$ cat config.mk
export PLATFORM = sky130hd
export DESIGN_NAME = hk_cfg_spi
export DESIGN_NICKNAME = d
export VERILOG_FILES = /design/src/rtl/hk_cfg_pkg.sv /design/src/rtl/hk_sync.sv /design/src/rtl/hk_frame.sv /design/src/rtl/hk_regs.sv /design/src/rtl/hk_cfg_spi.sv
export SDC_FILE = /design/constraint.sdc
export NUM_CORES = 1
export LEC_CHECK = 0
export BUFFER_PORTS_ARGS = -buffer_cell sky130_fd_sc_hd__buf_2
export CAP_MARGIN = 20
export CORE_UTILIZATION = 33
export CTS_CLUSTER_DIAMETER = 150
export DETAILED_ROUTE_END_ITERATION = 16
export PLACE_DENSITY = 0.49
export SLEW_MARGIN = 20
export SYNTH_ARGS = -nofsm -noshare
export SYNTH_HDL_FRONTEND = slang
export SYNTH_SLANG_ARGS = --single-unit
$ cat constraint.sdc
create_clock -name clk -period 3.9 [get_ports clk]
set_clock_uncertainty 0.1 [all_clocks]
set_input_delay 0.975 -clock clk [delete_from_list [all_inputs] [get_ports clk]]
set_output_delay 0.975 -clock clk [all_outputs]
set_load 0.01 [all_outputs]
$ cat src/rtl/hk_cfg_pkg.sv
// Shared constants for the housekeeping SPI configuration slave.
// Assumes: single core clock domain; all field widths fixed by the register map.
package hk_cfg_pkg;
    localparam int AW     = 6;
    localparam int BW     = 8;
    localparam int EN_W   = 4;
    localparam int DIV_W  = 5;
    localparam int SEL_W  = 3;
    localparam int TRIM_W = 26;

    localparam logic [EN_W-1:0] EN_RST = '1;

    localparam logic [AW-1:0] A_CFG    = 6'h00;
    localparam logic [AW-1:0] A_EN     = 6'h01;
    localparam logic [AW-1:0] A_PLL    = 6'h02;
    localparam logic [AW-1:0] A_TRIM0  = 6'h03;
    localparam logic [AW-1:0] A_TRIM1  = 6'h04;
    localparam logic [AW-1:0] A_TRIM2  = 6'h05;
    localparam logic [AW-1:0] A_TRIM3  = 6'h06;
    localparam logic [AW-1:0] A_MFR_LO = 6'h07;
    localparam logic [AW-1:0] A_MFR_HI = 6'h08;
    localparam logic [AW-1:0] A_PROD   = 6'h09;
    localparam logic [AW-1:0] A_REV    = 6'h0A;
    localparam logic [AW-1:0] A_CTL    = 6'h0B;

    typedef enum logic [2:0] {
        ST_CMD, ST_WR, ST_RD, ST_PASS, ST_SKIP
    } fstate_t;
endpackage

$ cat src/rtl/hk_sync.sv
// Two-flop synchroniser for a bundle of independent asynchronous pins.
// Assumes: each bit is sampled independently; RST gives the idle level.
module hk_sync #(
    parameter int W = 1,
    parameter logic [W-1:0] RST = '0
) (
    input  logic         clk,
    input  logic         rst_n,
    input  logic [W-1:0] d,
    output logic [W-1:0] q
);
    logic [W-1:0] meta;

    // Two-stage capture of the asynchronous inputs
    always_ff @(posedge clk) begin
        if (!rst_n) begin
            meta <= RST;
            q    <= RST;
        end else begin
            meta <= d;
            q    <= meta;
        end
    end
endmodule

$ cat src/rtl/hk_frame.sv
// SPI mode-0 frame engine running on synchronised pins in the core domain.
// Decodes the command byte, generates write strobes, shifts read data out
// and selects the pass-through tap.
// Assumes: sck idles low, each sck phase spans at least four core clocks.
module hk_frame
    import hk_cfg_pkg::*;
#(
    parameter int NTAP = 4
) (
    input  logic          clk,
    input  logic          rst_n,
    input  logic          csb_s,
    input  logic          sck_s,
    input  logic          sdi_s,
    input  logic [NTAP-1:0] tap_in,
    input  logic [BW-1:0] rd_data,
    output logic [AW-1:0] rd_addr,
    output logic          wr_en,
    output logic [AW-1:0] wr_addr,
    output logic [BW-1:0] wr_data,
    output logic          frame_end,
    output logic          sdo
);
    fstate_t       st;
    logic [2:0]    cnt;
    logic [BW-2:0] shreg;
    logic [AW-1:0] addr;
    logic [AW-1:0] psel;
    logic [BW-1:0] txsh;
    logic          sck_d, csb_d;
    logic          rise, fall, last, pass_bit;
    logic [BW-1:0] byte_in;

    assign rise      = sck_s & ~sck_d & ~csb_s;
    assign fall      = ~sck_s & sck_d & ~csb_s;
    assign byte_in   = {shreg, sdi_s};
    assign last      = rise && (cnt == 3'd7);
    assign frame_end = csb_s & ~csb_d;
    assign rd_addr   = (st == ST_CMD) ? byte_in[AW-1:0] : addr;
    assign wr_en     = last && (st == ST_WR);
    assign wr_addr   = addr;
    assign wr_data   = byte_in;

    // Edge-detect history of the synchronised clock and select
    always_ff @(posedge clk) begin
        if (!rst_n) begin
            sck_d <= 1'b0;
            csb_d <= 1'b1;
        end else begin
            sck_d <= sck_s;
            csb_d <= csb_s;
        end
    end

    // Bit counting, command decode, address stepping and read shifting
    always_ff @(posedge clk) begin
        if (!rst_n) begin
            st    <= ST_CMD;
            cnt   <= '0;
            shreg <= '0;
            addr  <= '0;
            psel  <= '0;
            txsh  <= '0;
        end else if (csb_s) begin
            st   <= ST_CMD;
            cnt  <= '0;
            txsh <= '0;
        end else begin
            if (rise) begin
                cnt   <= cnt + 3'd1;
                shreg <= byte_in[BW-2:0];
            end
            if (last) begin
                case (st)
                    ST_CMD: begin
                        case (byte_in[7:6])
                            2'b10: begin
                                st   <= ST_WR;
                                addr <= byte_in[AW-1:0];
                            end
                            2'b01: begin
                                st   <= ST_RD;
                                addr <= byte_in[AW-1:0] + 6'd1;
                                txsh <= rd_data;
                            end
                            2'b11: begin
                                st   <= ST_PASS;
                                psel <= byte_in[AW-1:0];
                            end
                            default: st <= ST_SKIP;
                        endcase
                    end
                    ST_WR: addr <= addr + 6'd1;
                    ST_RD: begin
                        addr <= addr + 6'd1;
                        txsh <= rd_data;
                    end
                    default: ;
                endcase
            end else if (fall && (cnt != 3'd0)) begin
                txsh <= {txsh[BW-2:0], 1'b0};
            end
        end
    end

    // Pick the pass-through tap; out-of-range selects give 0
    always_comb begin
        pass_bit = 1'b0;
        for (int i = 0; i < NTAP; i++) begin
            if (psel == AW'(i)) pass_bit = tap_in[i];
        end
    end

    // Serial output source: live tap in pass-through, else read shifter
    always_comb begin
        sdo = (st == ST_PASS) ? pass_bit : txsh[BW-1];
    end

    assert_sdo_quiet_R12: assert property (@(posedge clk) disable iff (!rst_n)
        (csb_s && $past(csb_s)) |-> !sdo);

    assert_cnt_hold_R8: assert property (@(posedge clk) disable iff (!rst_n)
        (!rise && !csb_s) |=> $stable(cnt));

    assert_end_clears_R8: assert property (@(posedge clk) disable iff (!rst_n)
        frame_end |=> (cnt == 3'd0));
endmodule

$ cat src/rtl/hk_regs.sv
// Configuration register file: holds writable fields, serves reads and
// clears the reset request at each frame end.
// Assumes: wr_en and frame_end never coincide.
module hk_regs
    import hk_cfg_pkg::*;
#(
    parameter logic [11:0] MFR_ID   = 12'h5A3,
    parameter logic [7:0]  PROD_ID  = 8'h42,
    parameter logic [3:0]  MASK_REV = 4'h1
) (
    input  logic              clk,
    input  logic              rst_n,
    input  logic              wr_en,
    input  logic [AW-1:0]     wr_addr,
    input  logic [BW-1:0]     wr_data,
    input  logic              frame_end,
    input  logic [AW-1:0]     rd_addr,
    output logic [BW-1:0]     rd_data,
    output logic [BW-1:0]     cfg,
    output logic [EN_W-1:0]   en,
    output logic [DIV_W-1:0]  div,
    output logic [SEL_W-1:0]  sel,
    output logic [TRIM_W-1:0] trim,
    output logic              irq,
    output logic              rst_req
);
    // Register writes, reset defaults and reset-request self-clear
    always_ff @(posedge clk) begin
        if (!rst_n) begin
            cfg     <= '0;
            en      <= EN_RST;
            div     <= '0;
            sel     <= '0;
            trim    <= '0;
            irq     <= 1'b0;
            rst_req <= 1'b0;
        end else begin
            if (frame_end) rst_req <= 1'b0;
            if (wr_en) begin
                case (wr_addr)
                    A_CFG:   cfg          <= wr_data;
                    A_EN:    en           <= wr_data[EN_W-1:0];
                    A_PLL:   {sel, div}   <= wr_data;
                    A_TRIM0: trim[7:0]    <= wr_data;
                    A_TRIM1: trim[15:8]   <= wr_data;
                    A_TRIM2: trim[23:16]  <= wr_data;
                    A_TRIM3: trim[25:24]  <= wr_data[1:0];
                    A_CTL: begin
                        rst_req <= wr_data[0];
                        irq     <= wr_data[1];
                    end
                    default: ;
                endcase
            end
        end
    end

    // Read multiplexer; unmapped addresses return zero
    always_comb begin
        case (rd_addr)
            A_CFG:    rd_data = cfg;
            A_EN:     rd_data = {4'b0, en};
            A_PLL:    rd_data = {sel, div};
            A_TRIM0:  rd_data = trim[7:0];
            A_TRIM1:  rd_data = trim[15:8];
            A_TRIM2:  rd_data = trim[23:16];
            A_TRIM3:  rd_data = {6'b0, trim[25:24]};
            A_MFR_LO: rd_data = MFR_ID[7:0];
            A_MFR_HI: rd_data = {4'b0, MFR_ID[11:8]};
            A_PROD:   rd_data = PROD_ID;
            A_REV:    rd_data = {4'b0, MASK_REV};
            A_CTL:    rd_data = {6'b0, irq, rst_req};
            default:  rd_data = '0;
        endcase
    end

    assert_defaults_R1: assert property (@(posedge clk) disable iff (!rst_n)
        $past(!rst_n) |-> (en == EN_RST && cfg == '0 && trim == '0 && !rst_req && !irq));

    assert_reqclear_R9: assert property (@(posedge clk) disable iff (!rst_n)
        frame_end |=> !rst_req);

    assert_hold_R2: assert property (@(posedge clk) disable iff (!rst_n)
        !wr_en |=> $stable({cfg, en, div, sel, trim, irq}));
endmodule

$ cat src/rtl/hk_cfg_spi.sv
// Housekeeping SPI configuration slave top level: pin synchronisers,
// frame engine and register file.
// Assumes: csb/sck/sdi asynchronous to clk; outputs read-only to the processor.
module hk_cfg_spi
    import hk_cfg_pkg::*;
#(
    parameter logic [11:0] MFR_ID   = 12'h5A3,
    parameter logic [7:0]  PROD_ID  = 8'h42,
    parameter logic [3:0]  MASK_REV = 4'h1,
    parameter int          NTAP     = 4
) (
    input  logic              clk,
    input  logic              rst_n,
    input  logic              spi_csb,
    input  logic              spi_sck,
    input  logic              spi_sdi,
    output logic              spi_sdo,
    input  logic [NTAP-1:0]   tap_in,
    output logic [BW-1:0]     cfg_byte,
    output logic              xtal_en,
    output logic              vreg_en,
    output logic              bgap_en,
    output logic              pll_en,
    output logic [DIV_W-1:0]  pll_div,
    output logic [SEL_W-1:0]  pll_sel,
    output logic [TRIM_W-1:0] pll_trim,
    output logic [11:0]       mfr_id,
    output logic [7:0]        prod_id,
    output logic [3:0]        mask_rev,
    output logic              irq,
    output logic              ext_rst_req
);
    logic [2:0]      pins_s;
    logic [AW-1:0]   rd_addr, wr_addr;
    logic [BW-1:0]   rd_data, wr_data;
    logic            wr_en, frame_end;
    logic [EN_W-1:0] en;

    hk_sync #(.W(3), .RST(3'b100)) u_sync (
        .clk(clk), .rst_n(rst_n),
        .d({spi_csb, spi_sck, spi_sdi}), .q(pins_s)
    );

    hk_frame #(.NTAP(NTAP)) u_frame (
        .clk(clk), .rst_n(rst_n),
        .csb_s(pins_s[2]), .sck_s(pins_s[1]), .sdi_s(pins_s[0]),
        .tap_in(tap_in), .rd_data(rd_data), .rd_addr(rd_addr),
        .wr_en(wr_en), .wr_addr(wr_addr), .wr_data(wr_data),
        .frame_end(frame_end), .sdo(spi_sdo)
    );

    hk_regs #(.MFR_ID(MFR_ID), .PROD_ID(PROD_ID), .MASK_REV(MASK_REV)) u_regs (
        .clk(clk), .rst_n(rst_n),
        .wr_en(wr_en), .wr_addr(wr_addr), .wr_data(wr_data),
        .frame_end(frame_end), .rd_addr(rd_addr), .rd_data(rd_data),
        .cfg(cfg_byte), .en(en), .div(pll_div), .sel(pll_sel),
        .trim(pll_trim), .irq(irq), .rst_req(ext_rst_req)
    );

    assign xtal_en  = en[0];
    assign vreg_en  = en[1];
    assign bgap_en  = en[2];
    assign pll_en   = en[3];
    assign mfr_id   = MFR_ID;
    assign prod_id  = PROD_ID;
    assign mask_rev = MASK_REV;
endmodule

# [Word level (Yosys, flattened, before mapping)]
# Index checks and enable logic that the tools add are counted.
[word_totals] regBits=89 latchBits=0 ram_bits=0 mem_bits_ro=0 inputBits=9 out_inout_bits=73 word_cells=106 memories=0
[op_classes] addsub=3 mul=0 div_mod_pow=0 order_cmp=0 eq_ne=31 shifts=0 n_mux=17 bitwise_logic=10 reduce_logical=25
[op_table] cell="8-bit case mux with 12 select lines" n=1
[op_table] cell="6-bit by 3-bit == test with 1-bit output, second input constant" n=7
[op_table] cell="6-bit by 2-bit == test with 1-bit output, second input constant" n=6
[op_table] cell="6-bit by 4-bit == test with 1-bit output, second input constant" n=5
[op_table] cell="8-bit two-way mux" n=3
[op_table] cell="6-bit case mux with 2 select lines" n=2
[op_table] cell="2-bit AND reduction" n=10
[op_table] cell="6-bit by 1-bit == test with 1-bit output, second input constant" n=3
[op_table] cell="6-bit logical NOT" n=3
[op_table] cell="8-bit case mux with 2 select lines" n=1
[op_table] cell="6-bit by 1-bit adder with 6-bit output, second input constant" n=2
[op_table] cell="3-bit inequality test, second input constant" n=3
[op_table] cell="3-bit case mux with 3 select lines" n=1
[op_table] cell="1-bit two-way mux" n=8
[op_table] cell="4-bit AND reduction" n=2
[op_table] cell="3-bit by 2-bit == test with 1-bit output, second input constant" n=2
[op_table] cell="6-bit two-way mux" n=1
[op_table] cell="1-bit AND" n=5
[op_table] cell="1-bit inverter" n=5
[op_table] cell="2-bit == test, second input constant" n=2
[op_table] cell="2-bit nonzero test" n=2
[op_table] cell="2-bit OR reduction" n=2
[op_table] cell="3-bit by 1-bit adder with 3-bit output, second input constant" n=1
[op_table] cell="3-bit by 1-bit == test with 1-bit output, second input constant" n=1
[op_table] cell="other kinds (6)" n=8

# [Logic depth before layout (Yosys ltp)]
# Gate-level depths: netlist of run 1.
[logic_depth] depth_word=7 depth_mapped=9 depth_no_buf=8

# [By module]
# Synthesis of run 1 repeated with hierarchy kept, for this count alone.
[hier_totals] cells_unflattened=513 hier_area_um2=4596.9
[modules_own_cells] mod="hk_regs" n_inst=1 cells_per_inst=264 area_each_um2=2326.0 seq_area_each_um2=960.9
[modules_own_cells] mod="hk_frame" n_inst=1 cells_per_inst=211 area_each_um2=1925.6 seq_area_each_um2=700.7
[modules_own_cells] mod="hk_cfg_spi" n_inst=1 cells_per_inst=26 area_each_um2=187.7 seq_area_each_um2=0.0
[modules_own_cells] mod="hk_sync" n_inst=1 cells_per_inst=12 area_each_um2=157.7 seq_area_each_um2=120.1

# [Worst setup path after synthesis of run 1]
# Ideal clock, no wire load.
[synth_path] path_kind="input port to output port" startpoint="in tap_in[1]" endpoint="out spi_sdo" arrival_time_ns=1.594 required_ns=2.825 setup_slack_ns=1.231 path_stages=3 path_buffers=0 cell_sequence="mux4_2 > nand2_1 > o31ai_1"
[synth_between] elab_chain_len=4
[synth_rtl] item="from (decl)" line_no="hk_cfg_spi.sv:18" rtl="input logic [NTAP-1:0] tap_in,"
[synth_rtl] item="1-bit two-way mux (3 in a row)" line_no="hk_frame.sv:110" rtl="if (psel == AW'(i)) pass_bit = tap_in[i];"
[synth_rtl] item="1-bit two-way mux" line_no="hk_frame.sv:116" rtl="sdo = (st == ST_PASS) ? pass_bit : txsh[BW-1];"
[synth_rtl] item="to (decl)" line_no="hk_cfg_spi.sv:17" rtl="output logic spi_sdo,"
# No other way between the ends.

# [Worst setup path after layout of run 1]
[layout_path] startpoint="in tap_in[3]" endpoint="out spi_sdo"
[layout_between] elab_chain_len=2
[layout_rtl] item="1-bit two-way mux" line_no="hk_frame.sv:110"
[layout_rtl] item="1-bit two-way mux" line_no="hk_frame.sv:116"
# No other way between the ends.

==> metrics.txt, run 1 <==
ordered list of cells on the worst path=buf_2 -> mux4_2 -> nand2_1 -> o31ai_1 -> buf_2; number of flops mapped to enable cells by yosys=0; power consumption=between 0.0015 and 0.002 W; worst hold path class=flip-flop to flip-flop; post-synthesis instance total=between 500 and 600; most area-hungry cell type in the Yosys netlist=sky130_fd_sc_hd__dfxtp_1; highest clock rate=about 340 MHz; final hold violations=0; final instance area=between 0.005 and 0.006 sq mm; Wirelength per Cell=between 15 and 20 um; level count of the clock H-tree=3; number of setup violations in the final report=0; GR Util All Layers=between 15 and 20%; Final Util=about two fifths; clock latency on the worst-skew pair=roughly 0.35 ns; I/O pin count=between 80 and 90; post-layout net count=between 600 and 700; measured slew at the worst slew-check pin=0.968 ns; Die W=123 um; Reg2Reg Launch Point=u_frame.st[0]$_SDFFE_PP0P_; vias after detailed routing=~4200; area delta synth->final=12.8%; share of final-layout standard cells stronger than drive strength 1=between 10% and 20%; Remaining Overflow, GRT=0; Pre-antenna DRT Iters=4; initial core utilization=around a third; overall die area=between 0.015 and 0.02 sq mm; synth cell count leaders=sky130_fd_sc_hd__dfxtp_1, sky130_fd_sc_hd__nand2_1, sky130_fd_sc_hd__nor2b_1, sky130_fd_sc_hd__mux2i_1, sky130_fd_sc_hd__nor2_1; total core area=approximately 0.014 sq mm; Finished Layout Cells=794; cell area after placement=0.00514 sq mm; number of global-route vias before repair=approximately 3800; leakage power=about 2.2 nW; largest net degree at the start of global routing=75; startpoint type of the worst setup path=primary input; most area-consuming cells after synthesis=sky130_fd_sc_hd__dfxtp_1, sky130_fd_sc_hd__mux2i_1, sky130_fd_sc_hd__nand2_1; async set-or-reset flop fraction in the synthesized netlist=0%; Post-Route WL=14300 um; reported max-cap violation count=0; DRC violation count after routing=0; number of port buffers=57; post-CTS setup buffers=0; Crit Path Max Fanout=1; number of DRC markers after the initial detailed-route iteration=between 200 and 300; placer congestion estimate=between 0.8 and 0.9; required time at the worst-slack endpoint=roughly 2.8 ns; RSZ-0062 raised after global routing=no; critical-path cell with the highest stage delay=sky130_fd_sc_hd__mux4_2; FILL cells=~1500; data arrival at the endpoint of the critical path=1.88 ns; post-synthesis sequential area ratio=between 30% and 40%; warning count from the yosys run=0; share of the clock period used by the worst path=between 70 and 80%; Yosys reg bits=around 90; count of unique library cells instantiated by Yosys=62; std cell rows=43; CTS tree=yes; CP most frequent cell=sky130_fd_sc_hd__buf_2; clock buffers created by TritonCTS=9; gate family responsible for the most delay along the worst path=multiplexers; result of the run=complete, no violations; PD cells=about 340 mW/mm^2; Most used DFF post-synth=sky130_fd_sc_hd__dfxtp_1; first-pass GRT wire length=22200 um; worst supply voltage drop on vdd=around 160 uV; floorplan die height=~120 um; count of hold buffers inserted by post-cts repair=0; Syn Std Cell Area=about 0.0048 sq mm; initial antenna violation count=0; category of the critical setup timing path=primary input to primary output; post-DP HPWL=approximately 10000 um; via-per-instance ratio=roughly 5.2; Antenna Nets Post-Route=0; Inserted Diodes=0; Slew Limit Fails=0; final critical delay including setup and external delays=2.96 ns; Synth top area share=between 30 and 40%; most repeated cell in the gate-level netlist after synthesis=sky130_fd_sc_hd__dfxtp_1; count of placed standard cells including taps=779; setup TNS=0 ns; worst min-delay path startpoint=u_sync.meta[2]$_SDFF_PN1_; Buf/Inv on CP=2; root buffer cell=sky130_fd_sc_hd__clkbuf_16; CTS clock-pin slew for the worst setup and hold paths=0.06 ns; Slew Limit Headroom=35.4%; post-cts sizing count=0; Syn Area/Cell=between 8 and 9 sq um; number of buffers on the longest clock path=2; CP startpoint=tap_in[3]; slowest stage delay, CP=about 0.46 ns; Setup crit end kind=primary output; clock tree sinks=around 90
-- worst register-to-register path, stage by stage (launching register included) --
cell	delay (ns)
sky130_fd_sc_hd__dfxtp_1	0.37
sky130_fd_sc_hd__or3_1	0.67
sky130_fd_sc_hd__nor4b_1	0.55
sky130_fd_sc_hd__a41o_1	0.39
sky130_fd_sc_hd__a22oi_1	0.19
sky130_fd_sc_hd__and3_1	0.25
sky130_fd_sc_hd__a21oi_1	0.11
-- worst paths after layout --
| check | endpoint | slack [ns] | depth (start not counted) |
|---|---|---|---|
| max | spi_sdo | 0.94 | 5 |
| min | u_sync.q[2]$_SDFF_PN1_ | 0.31 | 1 |
| max reg2reg | u_frame.txsh[5]$_SDFFE_PP0P_ | 1.20 | 6 |
| min reg2reg | u_sync.q[2]$_SDFF_PN1_ | 0.31 | 1 |
-- cells in the final DEF, fill, tap and decap left out, drive strengths merged, types with 4 or more instances in the layout --
cell type  count
a21boi        29
a21oi         20
a221oi         5
a22oi          4
a31oi          8
and2           8
and3           4
buf           67
clkbuf        10
clkinv         4
conb          24
dfxtp         89
ha            12
inv           12
mux2i         38
nand2         87
nand2b         7
nand3         21
nand4         10
nor2          32
nor2b         41
nor3          10
o211ai         7
o21ai         16
xor2           5
-- sequential cells by signal (all words and copies together) (netlist names) --
register / count
u_regs.trim: 26
u_frame.txsh: 8
u_regs.cfg: 8
u_frame.shreg: 7
u_frame.psel: 6
u_frame.wr_addr: 6
u_regs.div: 5
u_regs.en: 4
u_frame.cnt: 3
u_frame.st: 3
u_regs.sel: 3
u_sync.meta: 3
u_sync.q: 3
u_frame.csb_d: 1
u_frame.sck_d: 1
u_regs.irq: 1
u_regs.rst_req: 1
-- routing by layer --
layer / track usage [%] / wire (um) / share of wire [%]
met2: 28.8 / 6000 / 42
met4: 8.92 / 310 / 2.2
met1: 28.8 / 7100 / 50
met5: 0 / 0 / 0
met3: 3.07 / 843 / 5.9
-- logic make-up after synthesis --
logic type	count (synthesis)	synth area share (%)
compound gates	111	16.5
xor+xnor	7	1.28
fa+ha+maj	12	3.12
buf+inv	70	7.97
flops	89	37.1
mux	43	9.63
other cells	2	0.156
simple gates	234	24.3
-- where the power goes --
group / leakage [nW] / switching, W / total, W / internal [W]
Clock: 0.142 / 0.000361 / 0.000854 / 0.000493
Sequential: 0.718 / 0.00000496 / 0.000917 / 0.000912
Combinational: 1.31 / 0.0000307 / 0.0000495 / 0.0000187
-- metrics by stage --
stage	hold WS [ns]	worst slack, ns
6_report	0.307	0.940
5_1_grt	0.349	0.909
4_1_cts	0.312	0.933
3_5_place_dp	0.297	0.933
3_3_place_gp	0.295	0.940
2_1_floorplan	0.286	1.23
-- final cells by class --
cell class                 count  area (sq um)  share of cell area, %
sequential                    89          1780                   32.9
tap                          180           225                   4.15
inverter                      12          45.0                  0.831
multi-input combinational    431          2720                   50.2
timing repair buffer          67           360                   6.65
clock buffer                  10           229                   4.22
clock inverter                 5          57.6                   1.06
(Power assumes the default switching activity.)
==> run 2: changes to the inputs <==
Settings changed: PLACE_DENSITY 0.49 to 0.51.
Clock period 3.9 ns to 2.5 ns, I/O delays scaled along.
==> metrics.txt, run 2 (synthesized netlist as in run 1, its figures left out) <==
result of the run=complete, no violations (unchanged); final critical delay including setup and external delays=2.37 ns; Post-Route WL=15000 um (was 14300 um); Slew Limit Headroom=61.4% (was 35.4%); Pre-antenna DRT Iters=5 (was 4); final instance area=0.00578 sq mm (was 0.00542 sq mm); first-pass GRT wire length=23500 um (was 22200 um); clock buffers created by TritonCTS=9 (unchanged); count of placed standard cells including taps=812 (was 779); number of flip-flops under the largest register name=26 (unchanged); startpoint type of the worst setup path=flip-flop (was primary input); number of global-route vias before repair=4131 (was 3812); I/O pin count=82 (unchanged); flop2flop setup slack=0.13 ns (was 1.20 ns); cell area after placement=0.00542 sq mm (was 0.00514 sq mm); PD cells=492 mW/mm^2 (was 336 mW/mm^2); Crit Path Max Fanout=11 (was 1); Setup crit end kind=flip-flop (was primary output); Slew Limit Fails=0 (unchanged); measured slew at the worst slew-check pin=0.574 ns (was 0.968 ns); Wirelength per Cell=18.1 um (was 18.0 um); initial core utilization=34.2% (unchanged); share of final-layout standard cells stronger than drive strength 1=21.8% (was 15.6%); clock latency on the worst-skew pair=0.36 ns (was 0.35 ns); number of port buffers=57 (unchanged); worst setup slack before clock tree synthesis=-0.0857 ns (was 0.933 ns); via-per-instance ratio=5.27 (was 5.24); FILL cells=1424 (was 1466); Antenna Nets Post-Route=0 (unchanged); Inserted Diodes=0 (unchanged); ordered list of cells on the worst path=nor2_1 -> nand3_1 -> o2bb2ai_2 -> a22oi_1 -> and3_1 -> a21oi_1 (was buf_2 -> mux4_2 -> nand2_1 -> o31ai_1 -> buf_2); floorplan die height=123 um (unchanged); vias after detailed routing=4363 (was 4157); post-DP HPWL=11000 um (was 10100 um); gate family responsible for the most delay along the worst path=simple AND/OR/NAND/NOR gates (was multiplexers); root buffer cell=sky130_fd_sc_hd__clkbuf_16 (unchanged); Die W=123 um (unchanged); initial antenna violation count=0 (unchanged); post-layout net count=664 (was 631); largest registers in the final layout=u_regs.trim (26), u_frame.txsh (8), u_regs.cfg (8) (unchanged); worst supply voltage drop on vdd=275 uV (was 164 uV); area delta synth->final=20.2% (was 12.8%); Largest Register=u_regs.trim (unchanged); share of the clock period used by the worst path=between 90% and 100%; number of setup violations in the final report=0 (unchanged); clock tree sinks=89 (unchanged); most common library cell in the layout ignoring fill and taps=sky130_fd_sc_hd__dfxtp_1 (unchanged); largest net degree at the start of global routing=52 (was 75); std cell rows=43 (unchanged); category of the critical setup timing path=flip-flop to flip-flop (was primary input to primary output); number of DRC markers after the initial detailed-route iteration=292 (was 290); worst hold path class=flip-flop to flip-flop (unchanged); total core area=0.0140 sq mm (unchanged); final hold violations=0 (unchanged); leakage power=2.37 nW (was 2.17 nW); data arrival at the endpoint of the critical path=2.56 ns (was 1.88 ns); min setup slack post-route=0.129 ns (was 0.940 ns); Buf/Inv on CP=0 (was 2); required time at the worst-slack endpoint=2.69 ns (was 2.82 ns); count of hold buffers inserted by post-cts repair=0 (unchanged); Final Util=41.1% (was 38.6%); CTS tree=yes (unchanged); overall die area=0.0151 sq mm (unchanged); Remaining Overflow, GRT=0 (unchanged); highest clock rate=approximately 420 MHz; RSZ-0062 raised after global routing=no (unchanged); slowest stage delay, CP=0.47 ns (was 0.46 ns); CTS clock-pin slew for the worst setup and hold paths=0.06 ns (about the same); placer congestion estimate=0.962 (was 0.888); reported max-cap violation count=0 (unchanged); GR Util All Layers=21.0% (was 19.9%); DRC violation count after routing=0 (unchanged); level count of the clock H-tree=3 (unchanged); worst hold slack after final layout=0.312 ns (was 0.307 ns); critical-path cell with the highest stage delay=sky130_fd_sc_hd__o2bb2ai_2 (was sky130_fd_sc_hd__mux4_2); number of buffers on the longest clock path=2 (unchanged); Finished Layout Cells=828 (was 794); commonest non-fill, non-tap cells in the layout=sky130_fd_sc_hd__dfxtp_1, sky130_fd_sc_hd__nand2_1, sky130_fd_sc_hd__buf_2 (unchanged)
## run 2: cell count changes in the layout (fill, tap and decap cells not counted), moves of 2 or more
cell                        previous run  this run
sky130_fd_sc_hd__buf_4                10        40
sky130_fd_sc_hd__buf_12                0         3
sky130_fd_sc_hd__clkbuf_8              0         2
sky130_fd_sc_hd__inv_6                 0         2
sky130_fd_sc_hd__nor3_1               10         8
sky130_fd_sc_hd__nor3_2                0         2
sky130_fd_sc_hd__o2bb2ai_1             2         0
sky130_fd_sc_hd__o2bb2ai_2             0         2
## run 2: power by group
part | internal (W) | leakage, nW | switching (W)
logic | 0.0000350 | 1.50 | 0.0000532
registers | 0.00142 | 0.718 | 0.00000426
clock network | 0.000734 | 0.146 | 0.000595
## run 2: final timing paths
path / from / endpoint / cells past startpoint
worst max register to register: u_frame.wr_addr[2]$_SDFFE_PN0P_ / u_frame.txsh[7]$_SDFFE_PP0P_ / 6
worst min register to register: u_sync.meta[2]$_SDFF_PN1_ / u_sync.q[2]$_SDFF_PN1_ / 1
worst max-delay path: u_frame.wr_addr[2]$_SDFFE_PN0P_ / u_frame.txsh[7]$_SDFFE_PP0P_ / 6
worst min-delay path: u_sync.meta[2]$_SDFF_PN1_ / u_sync.q[2]$_SDFF_PN1_ / 1
## run 2: final cells by class
type	instances	area, sq um	area share (%)
Clock buffer	11	253	4.38
Inverter	12	45.0	0.780
Timing Repair Buffer	100	646	11.2
Sequential cell	89	1780	30.8
Multi-Input combinational cell	431	2790	48.3
Clock inverter	5	36.3	0.628
Tap cell	180	225	3.90
## run 2: per-layer routing
layer / share of wire [%] / GRT usage [%] / vias to the layer above / wire length (um)
met4: 2.1 / 8.99 / 0 / 315
met3: 5.8 / 3.72 / 23 / 877
met5: 0 / 0 / - / 0
met2: 43 / 31.1 / 148 / 6500
met1: 49 / 29.7 / 2100 / 7310
li1: - / - / 2092 / -
## run 2: timing repair
action,4_1_cts,5_1_grt
setup buffers,0,0
resized for setup,4,8
endpoints found under the setup margin,5,24
pin swaps,0,0
## run 2: metrics by stage
| step | setup TNS (ns) | total power, W |
|---|---|---|
| global placement | -0.297 | 0.00154 |
| floorplan | 0 | 0.00155 |
| detailed placement | -0.281 | 0.00155 |
| finish | 0 | 0.00284 |
| CTS | 0 | 0.00288 |
| global route | 0 | 0.00295 |
==> run 3: changes to the inputs <==
Settings changed: CORE_UTILIZATION 33 to 51, PLACE_DENSITY 0.51 to 0.73.
==> metrics.txt, run 3 (synthesized netlist as in run 1, its figures left out) <==
result of the run=finished, violations left (was complete, no violations); violated checks=DRC; GR peak layer=met2 (unchanged); number of DRC markers after the initial detailed-route iteration=340 (was 292); Crit Path Max Fanout=7 (was 11); Buf/Inv on CP=0 (unchanged); final hold violations=0 (unchanged); Pre-antenna DRT Iters=11 (was 5); CTS tree=yes (unchanged); Reg2Reg Launch Point=u_frame.shreg[4]$_SDFFE_PN0P_ (was u_frame.wr_addr[2]$_SDFFE_PN0P_); I/O pin count=82 (unchanged); number of flip-flops under the largest register name=26 (unchanged); floorplan die height=99.1 um (was 123 um); met2 routing resource usage after global routing=44.2% (was 31.1%); count of hold buffers inserted by post-cts repair=0 (unchanged); CP endpoint=u_frame.txsh[5]$_SDFFE_PP0P_ (was u_frame.txsh[7]$_SDFFE_PP0P_); data arrival at the endpoint of the critical path=2.54 ns (was 2.56 ns); Remaining Overflow, GRT=0 (unchanged); placer congestion estimate=0.900 (was 0.962); min setup slack post-route=0.173 ns (was 0.129 ns); total core area=0.00920 sq mm (was 0.0140 sq mm); flop2flop setup slack=0.17 ns (was 0.13 ns); most common library cell in the layout ignoring fill and taps=sky130_fd_sc_hd__dfxtp_1 (unchanged); slowest stage delay, CP=0.51 ns (was 0.47 ns); leakage power=2.28 nW (was 2.37 nW); Slew Limit Fails=0 (unchanged); Crit Reg-Reg Endpoint=u_frame.txsh[5]$_SDFFE_PP0P_ (was u_frame.txsh[7]$_SDFFE_PP0P_); Setup crit end kind=flip-flop (unchanged); clock buffers created by TritonCTS=9 (unchanged); std cell rows=35 (was 43); post-DP HPWL=9890 um (was 11000 um); worst hold path class=flip-flop to flip-flop (unchanged); CP startpoint=u_frame.shreg[4]$_SDFFE_PN0P_ (was u_frame.wr_addr[2]$_SDFFE_PN0P_); root buffer cell=sky130_fd_sc_hd__clkbuf_8 (was sky130_fd_sc_hd__clkbuf_16); measured slew at the worst slew-check pin=0.646 ns (was 0.574 ns); DRC violation count after routing=1 (was 0); largest registers in the final layout=u_regs.trim (26), u_frame.txsh (8), u_regs.cfg (8) (unchanged); Die W=99.1 um (was 123 um); critical-path cell with the highest stage delay=sky130_fd_sc_hd__or3_1 (was sky130_fd_sc_hd__o2bb2ai_2); Antenna Nets Post-Route=0 (unchanged); startpoint type of the worst setup path=flip-flop (unchanged); number of setup violations in the final report=0 (unchanged); PD cells=457 mW/mm^2 (was 492 mW/mm^2); worst setup slack before clock tree synthesis=-0.0858 ns (was -0.0857 ns); initial core utilization=52.3% (was 34.2%); required time at the worst-slack endpoint=2.71 ns (was 2.69 ns); Slew Limit Headroom=56.8% (was 61.4%); ordered list of cells on the worst path=or3_1 -> nor4b_1 -> a41o_1 -> a22oi_1 -> and3_1 -> a21oi_1 (was nor2_1 -> nand3_1 -> o2bb2ai_2 -> a22oi_1 -> and3_1 -> a21oi_1); area delta synth->final=14.8% (was 20.2%); vias after detailed routing=4381 (was 4363); Wirelength per Cell=18.0 um (was 18.1 um); instance count on the critical path=6 (unchanged); Worst R2R Path Depth=6 (unchanged); reported max-cap violation count=0 (unchanged); final critical delay including setup and external delays=2.33 ns (was 2.37 ns); Post-Route WL=13600 um (was 15000 um); GR Layer Usage met3=7.45% (was 3.72%); Inserted Diodes=0 (unchanged); number of buffers on the longest clock path=2 (unchanged); post-layout net count=661 (was 664); number of port buffers=57 (unchanged); highest clock rate=430 MHz (was 422 MHz); clock latency on the worst-skew pair=0.37 ns (was 0.36 ns); CTS clock-pin slew for the worst setup and hold paths=0.11 ns (was 0.06 ns); first-pass GRT wire length=21800 um (was 23500 um); clock tree sinks=89 (unchanged); number of global-route vias before repair=4091 (was 4131); initial antenna violation count=0 (unchanged); GR Util All Layers=28.8% (was 21.0%); power consumption=0.00252 W (was 0.00284 W); overall die area=0.00982 sq mm (was 0.0151 sq mm); via-per-instance ratio=5.79 (was 5.27); gate family responsible for the most delay along the worst path=simple AND/OR/NAND/NOR gates (unchanged); category of the critical setup timing path=flip-flop to flip-flop (unchanged); Largest Register=u_regs.trim (unchanged); commonest non-fill, non-tap cells in the layout=sky130_fd_sc_hd__dfxtp_1, sky130_fd_sc_hd__nand2_1, sky130_fd_sc_hd__buf_2 (unchanged); Global Route met1 Usage=39.4% (was 29.7%); share of final-layout standard cells stronger than drive strength 1=20.5% (was 21.8%); RSZ-0062 raised after global routing=no (unchanged); share of the clock period used by the worst path=93.1% (was 94.8%); worst supply voltage drop on vdd=367 uV (was 275 uV); level count of the clock H-tree=3 (unchanged); largest net degree at the start of global routing=75 (was 52)
==> run 3: changes by cell type in the layout (fill, tap and decap cells not counted), sizes merged <==
cell      change
inv           +1
clkbuf        -2
clkinvlp      +1
buf           -3
==> run 3: through the flow <==
stage	std cells	util (%)	instance area [sq um]	setup TNS, ns	hold WS, ns
after floorplan	590	-	4890	0	0.286
after global placement	739	57.4	5280	-0.0667	0.295
after detailed placement	739	57.4	5280	-0.0858	0.294
after CTS	755	59.6	5480	0	0.318
after global routing	756	60.0	5520	0	0.333
final	756	60.0	5520	0	0.320
==> run 3: worst register-to-register path, delay by kind of cell, from the launching register on <==
kind               cells  cell delay [ns]
DFF                    1             0.32
and+or+nand+nor        3             1.15
AOI/OAI and AO/OA      3             0.71
==> run 3: power breakdown <==
part | internal [W] | switching, W
logic | 0.0000332 | 0.0000519
registers | 0.00142 | 0.00000399
clock network | 0.000391 | 0.000621
total | 0.00185 | 0.000677
==> run 3: how the worst min path moves through the flow <==
stage                         startpoint                   endpoint  slack, ns  cells after the start
2_1_floorplan  u_sync.meta[2]$_SDFF_PN1_     u_sync.q[2]$_SDFF_PN1_       0.29                      1
3_3_place_gp   u_sync.meta[2]$_SDFF_PN1_     u_sync.q[2]$_SDFF_PN1_       0.29                      1
3_5_place_dp   u_sync.meta[2]$_SDFF_PN1_     u_sync.q[2]$_SDFF_PN1_       0.29                      1
4_1_cts        u_sync.meta[2]$_SDFF_PN1_     u_sync.q[2]$_SDFF_PN1_       0.32                      1
5_1_grt                          spi_csb  u_sync.meta[2]$_SDFF_PN1_       0.33                      2
6_report       u_sync.meta[2]$_SDFF_PN1_     u_sync.q[2]$_SDFF_PN1_       0.32                      1
==> run 3: area by class of cell <==
| cell class | instances | area, sq um |
|---|---|---|
| fillers | 824 | 3680 |
| multi-input cells | 431 | 2760 |
| flip-flops and latches | 89 | 1780 |
| inverters | 12 | 45.0 |
| repair buffers | 97 | 598 |
| clock buffers | 9 | 124 |
| well taps | 111 | 139 |
| clock inverters | 7 | 72.6 |
==> run 3: repair_timing <==
action	in CTS	in global routing
endpoints found under the setup margin	1	28
gates resized for setup	1	6
buffers inserted	0	1
==> run 3: routing by layer <==
metal	wire length (um)	part of all wire [%]
met2	6050	44
met3	1070	7.8
met1	6260	46
met5	0	0
met4	263	1.9
